===== config.mk =====
export PLATFORM = sky130hd
export DESIGN_NAME = bcd_decade_chain
export DESIGN_NICKNAME = d
export VERILOG_FILES = /design/src/rtl/bcd_pkg.sv /design/src/rtl/bcd_bin_counter.sv /design/src/rtl/bcd_decade.sv /design/src/rtl/bcd_decade_chain.sv
export SDC_FILE = /design/constraint.sdc
export NUM_CORES = 1
export LEC_CHECK = 0
export ABC_CLOCK_PERIOD_IN_PS = 1300
export BUFFER_PORTS_ARGS = -buffer_cell sky130_fd_sc_hd__buf_2
export CORE_AREA = 2 2 52 45
export DETAILED_ROUTE_END_ITERATION = 8
export DIE_AREA = 0 0 54 47
export HOLD_SLACK_MARGIN = 0.06
export PLACE_DENSITY = 0.68
export SKIP_CTS_REPAIR_TIMING = 1
export SYNTH_ARGS = -nofsm -noshare
export SYNTH_HDL_FRONTEND = slang
export SYNTH_SLANG_ARGS = --single-unit

===== constraint.sdc =====
create_clock -name clk -period 1.3 [get_ports clk]
set_input_delay 0.13 -clock clk [delete_from_list [all_inputs] [get_ports clk]]
set_output_delay 0.13 -clock clk [all_outputs]
set_load 0.01 [all_outputs]

===== src/rtl/bcd_pkg.sv =====
// Shared types and constants for the decimal counter chain.
// Assumes one BCD digit per 4-bit decade.
package bcd_pkg;
    localparam int DIGIT_W = 4;
    typedef logic [DIGIT_W-1:0] digit_t;
    localparam digit_t DIGIT_TOP  = 4'd9;
    localparam digit_t DIGIT_OVER = 4'd10;

    typedef enum logic {
        WRAP_LOAD_AT_NINE = 1'b0,
        WRAP_CLEAR_AT_TEN = 1'b1
    } wrap_mode_e;
endpackage


===== src/rtl/bcd_bin_counter.sv =====
// Loadable binary up-counter with hold.
// Load has priority over count. When CLR_ON_OVER is set, the register
// value DIGIT_OVER is masked to zero in the same cycle. Both the port and
// the next-state logic see zero, so the transient code never escapes.
// Assumes the caller never loads DIGIT_OVER and expects to see it.
module bcd_bin_counter
    import bcd_pkg::*;
#(
    parameter int W           = DIGIT_W,
    parameter bit CLR_ON_OVER = 1'b0
) (
    input  logic         clk,
    input  logic         rst_n,
    input  logic         ld,
    input  logic         cnt,
    input  logic [W-1:0] d,
    output logic [W-1:0] q
);
    logic [W-1:0] q_reg;
    logic         clr_now;

    // Immediate clear decode on the stored state (clear variant only).
    always_comb begin
        clr_now = CLR_ON_OVER && (q_reg == W'(DIGIT_OVER));
        q       = clr_now ? '0 : q_reg;
    end

    // State register: reset, then load, then increment, else hold.
    always_ff @(posedge clk) begin
        if (!rst_n)   q_reg <= '0;
        else if (ld)  q_reg <= d;
        else if (cnt) q_reg <= q + 1'b1;
        else          q_reg <= q;
    end
endmodule


===== src/rtl/bcd_decade.sv =====
// One decimal decade: a binary counter plus wrap decode.
// en_in means "advance this decade now". tc is high at nine while en_in
// is high, and it feeds the next decade. The wrap variant is chosen by
// WRAP_MODE. Assumes ext_ld and en_in are never both high (top ensures).
module bcd_decade
    import bcd_pkg::*;
#(
    parameter wrap_mode_e WRAP_MODE = WRAP_LOAD_AT_NINE
) (
    input  logic   clk,
    input  logic   rst_n,
    input  logic   ext_ld,
    input  digit_t ext_d,
    input  logic   en_in,
    output digit_t digit,
    output logic   tc
);
    logic   ctr_ld;
    digit_t ctr_d;

    // Terminal count: at nine and asked to advance.
    always_comb tc = en_in && (digit == DIGIT_TOP);

    generate
        if (WRAP_MODE == WRAP_LOAD_AT_NINE) begin : g_sync_wrap
            // Nine decoded: request a load of zero for the next edge.
            always_comb begin
                ctr_ld = ext_ld || tc;
                ctr_d  = ext_ld ? ext_d : '0;
            end
            bcd_bin_counter #(.W(DIGIT_W), .CLR_ON_OVER(1'b0)) u_ctr (
                .clk(clk), .rst_n(rst_n), .ld(ctr_ld), .cnt(en_in),
                .d(ctr_d), .q(digit)
            );
        end else begin : g_clr_wrap
            // Ten decoded inside the counter and cleared at once.
            always_comb begin
                ctr_ld = ext_ld;
                ctr_d  = ext_d;
            end
            bcd_bin_counter #(.W(DIGIT_W), .CLR_ON_OVER(1'b1)) u_ctr (
                .clk(clk), .rst_n(rst_n), .ld(ctr_ld), .cnt(en_in),
                .d(ctr_d), .q(digit)
            );
        end
    endgenerate
endmodule


===== src/rtl/bcd_decade_chain.sv =====
// Chain of NUM_DECADES decimal decades, least significant first.
// Each decade's terminal count enables the next one. A global load
// presets every decade and suppresses counting in that cycle.
// Assumes preset digits are 0..9.
module bcd_decade_chain
    import bcd_pkg::*;
#(
    parameter int         NUM_DECADES = 3,
    parameter wrap_mode_e WRAP_MODE   = WRAP_LOAD_AT_NINE
) (
    input  logic                           clk,
    input  logic                           rst_n,
    input  logic                           count_en,
    input  logic                           load_en,
    input  logic [NUM_DECADES*DIGIT_W-1:0] load_digits,
    output logic [NUM_DECADES*DIGIT_W-1:0] digits,
    output logic                           carry_out
);
    localparam int LAST = NUM_DECADES - 1;

    logic [NUM_DECADES-1:0] stage_en;
    logic [NUM_DECADES-1:0] stage_tc;

    // Base enable: counting only when no load is in progress.
    always_comb stage_en[0] = count_en && !load_en;

    genvar k;
    generate
        for (k = 0; k < NUM_DECADES; k++) begin : g_decade
            if (k > 0) begin : g_link
                // Ripple the enable from the lower decade's terminal count.
                always_comb stage_en[k] = stage_tc[k-1];
            end
            bcd_decade #(.WRAP_MODE(WRAP_MODE)) u_decade (
                .clk    (clk),
                .rst_n  (rst_n),
                .ext_ld (load_en),
                .ext_d  (load_digits[k*DIGIT_W +: DIGIT_W]),
                .en_in  (stage_en[k]),
                .digit  (digits[k*DIGIT_W +: DIGIT_W]),
                .tc     (stage_tc[k])
            );
        end
    endgenerate

    // Chain carry comes from the most significant decade.
    always_comb carry_out = stage_tc[LAST];
endmodule


==> impl_metrics.json <==
{
  "outcome": "finished with violations",
  "failed_checks": "setup timing",
  "mean_area_per_synthesized_cell_sq_um": 8.47,
  "ctsRootBufferMaster": "clkbuf_4",
  "cellPowerDensity_nw_per_um2": 782,
  "ys_types": 33,
  "setup_viol": 10,
  "first_global_vias": 684,
  "die_width_microns": 54,
  "synthFlopType": "dfxtp_1",
  "finalWorstPathRequiredPeriod_ns": 1.59,
  "crit_required_ns": 1.17,
  "post-dp-hpwl_microns": 1450,
  "routed_wl_microns": 2050,
  "dr.first_iter.drc_count": 14,
  "power.switching_uw": 274,
  "finalInstanceArea_sq_um": 1150,
  "clk_pin_slew_ns": 0.08,
  "share_clk_of_total_power": 0.282,
  "crit_fanout": 4,
  "hold_path.class": "input port to flop",
  "clock_latency_ns": 0.28,
  "clock_tree.htree_level_count": 1,
  "grt_max_degree": 18,
  "place_area_sq_um": 1010,
  "detailedRoute.firstPassIterationCount": 4,
  "ioPinCount": 29,
  "hold_viol_final": 0,
  "final_layout_setup_total_negative_slack_ns": -0.950,
  "arrival_ns": 1.46,
  "drc": 0,
  "cell_count_after_synthesis": 90,
  "worst_slack_ns": -0.286,
  "fp.dieH_microns": 47,
  "tritoncts_num_sinks": 12,
  "final_max_slew_viol_count": 0,
  "globalRoute.totalOverflow": 0,
  "max_ffs_per_register": 12,
  "wl_per_cell_microns": 13.1,
  "fin_nets": 154,
  "diodes": 0,
  "worst-setup-path-type": "flop to primary output",
  "share_seq_of_total_power": 0.464,
  "cp-start-kind": "flop",
  "cp_cell_sequence": "inv_2 > ha_4 > nand4b_4 > nor3_4 > and2_4 > buf_6",
  "timing.critical_path.slowest_cell_delay_ns": 0.35,
  "via_per_inst": 5.26,
  "crit_slowest_cell": "dfxtp_4",
  "asyncSetResetFlopFracSynth": 0,
  "synth_top_area_frac": 0.315,
  "routed-via-count": 820,
  "cts_tree": "done",
  "worst_slew_pin_slew_ns": 0.454,
  "critPathTopFamily": "simple AND/OR/NAND/NOR gates",
  "number_of_max_capacitance_violations_reported": 0,
  "grt_setup_unrepaired": "yes",
  "yosys_warnings": 0,
  "port_buffers": 28,
  "synth-edff-count": 0,
  "synth_seq_cells": 12,
  "nFillCells": 197,
  "final.period_utilization": 1.22,
  "worst_setup_path_end_kind": "primary output",
  "most-common-layout-cells": "buf_2 (27), a21oi_1 (12), buf_4 (10)",
  "layout_commonest_cell": "buf_2",
  "postRouteAntennaNets": 0,
  "switching_share": 0.305,
  "core_area_sq_um": 2030,
  "area_growth_pct": 50.4,
  "drive_gt1_frac": 0.511,
  "grt_usage": 0.161,
  "power.static_leakage_nw": 0.516,
  "final_core_util": 0.565,
  "place_congestion": 0.807,
  "syn_nets": 112,
  "number_of_antenna_violations_at_the_first_check_in_global_routing": 0,
  "critical_path.n_buffers_inverters": 2,
  "synth_area_leader_cell": "dfxtp_1",
  "ys_top_cells_by_area": "dfxtp_1 (32%), ha_1 (9.9%), a21oi_1 (8.5%)",
  "cts_made_buffers": 3,
  "fp.dieArea_sq_um": 2540,
  "clock_path_buffers": 2,
  "rows": 15,
  "grt_pass1_wl_microns": 2900,
  "dpl_worst_slack_ns": -0.0447,
  "effective_utilization_at_floorplan": 0.376,
  "synth_area_sq_um": 762,
  "vdd_drop_max_v": 0.000621,
  "fmax_ghz": 0.630,
  "sequential_element_share_of_the_synthesized_area": 0.315,
  "intPower_uw": 623,
  "clock_skew_ns": 0.00558,
  "comb_power_share": 0.253,
  "relSlewSlack": 0.697
}
==> synthesized netlist by cell type, types with 2 or more instances <==
| library cell | count |
|---|---|
| a21oi_1 | 13 |
| dfxtp_1 | 12 |
| o21ai_0 | 11 |
| ha_1 | 6 |
| inv_1 | 5 |
| nand2_1 | 5 |
| nand3_1 | 3 |
| a31oi_1 | 2 |
| and3_1 | 2 |
| and3b_1 | 2 |
| clkbuf_1 | 2 |
| mux2i_1 | 2 |
| nor2_1 | 2 |
| nor3_1 | 2 |
| o31ai_1 | 2 |
| or3_1 | 2 |
==> stage by stage <==
step | instances | total power [mW] | hold WS (ns)
floorplan | 90 | 0.532 | 0.268
global placement | 149 | 0.624 | 0.393
detailed placement | 149 | 0.629 | 0.392
CTS | 153 | 0.881 | 0.103
global route | 156 | 0.960 | 0.102
finish | 156 | 0.897 | 0.112
==> logic make-up (layout without fill, tap and decap cells) <==
family | Yosys count | after routing | synth area share
adder cells (fa/ha/maj) | 6 | 6 | 0.0985
buffers and inverters | 8 | 49 | 0.0411
multiplexers | 2 | 2 | 0.0263
XOR/XNOR | 1 | 1 | 0.0115
flip-flops | 12 | 12 | 0.315
AO/OA/AOI/OAI | 33 | 33 | 0.248
AND/OR/NAND/NOR | 28 | 28 | 0.259
==> power by group through the flow <==
stage,clock network (mW),logic [mW],registers (mW)
after floorplan,0,0.0859,0.446
after global placement,0,0.200,0.424
after detailed placement,0,0.205,0.424
after CTS,0.259,0.206,0.416
after global routing,0.284,0.255,0.421
final,0.253,0.227,0.416
==> layer usage <==
metal  GRT usage  vias to the layer above  wire length (microns)
met5           0                        -                      0
met3      0.0573                        2                    128
li1            -                      417                      -
met2       0.251                       30                    981
met4      0.0600                        0                     23
met1       0.207                      371                    913
==> tightest hold or removal path, delay by kind of cell <==
kind | cells | cell delay, ns
AO/OA/AOI/OAI | 2 | 0.16
buffers and inverters | 1 | 0.07
==> final timing paths <==
check                                                   start                                     endpoint  slack, ns  cells after the start
setup / recovery  g_decade[0].u_decade.g_sync_wrap.u_ctr.q[1]                                    carry_out      -0.29                      6
setup reg to reg  g_decade[0].u_decade.g_sync_wrap.u_ctr.q[1]  g_decade[2].u_decade.g_sync_wrap.u_ctr.q[0]      -0.13                      7
hold reg to reg   g_decade[1].u_decade.g_sync_wrap.u_ctr.q[3]  g_decade[1].u_decade.g_sync_wrap.u_ctr.q[3]       0.52                      2
hold / removal                                 load_digits[5]  g_decade[1].u_decade.g_sync_wrap.u_ctr.q[1]       0.11                      3
==> cell type report <==
cell class | instances | area (sq um) | share of cell area
timing repair buffer | 40 | 244 | 0.213
multi-input combinational | 70 | 576 | 0.502
clock buffer | 4 | 26.3 | 0.0229
sequential | 12 | 250 | 0.218
inverter | 5 | 18.8 | 0.0164
tap | 25 | 31.3 | 0.0273
Note: power is estimated with default switching activity, not from simulation.
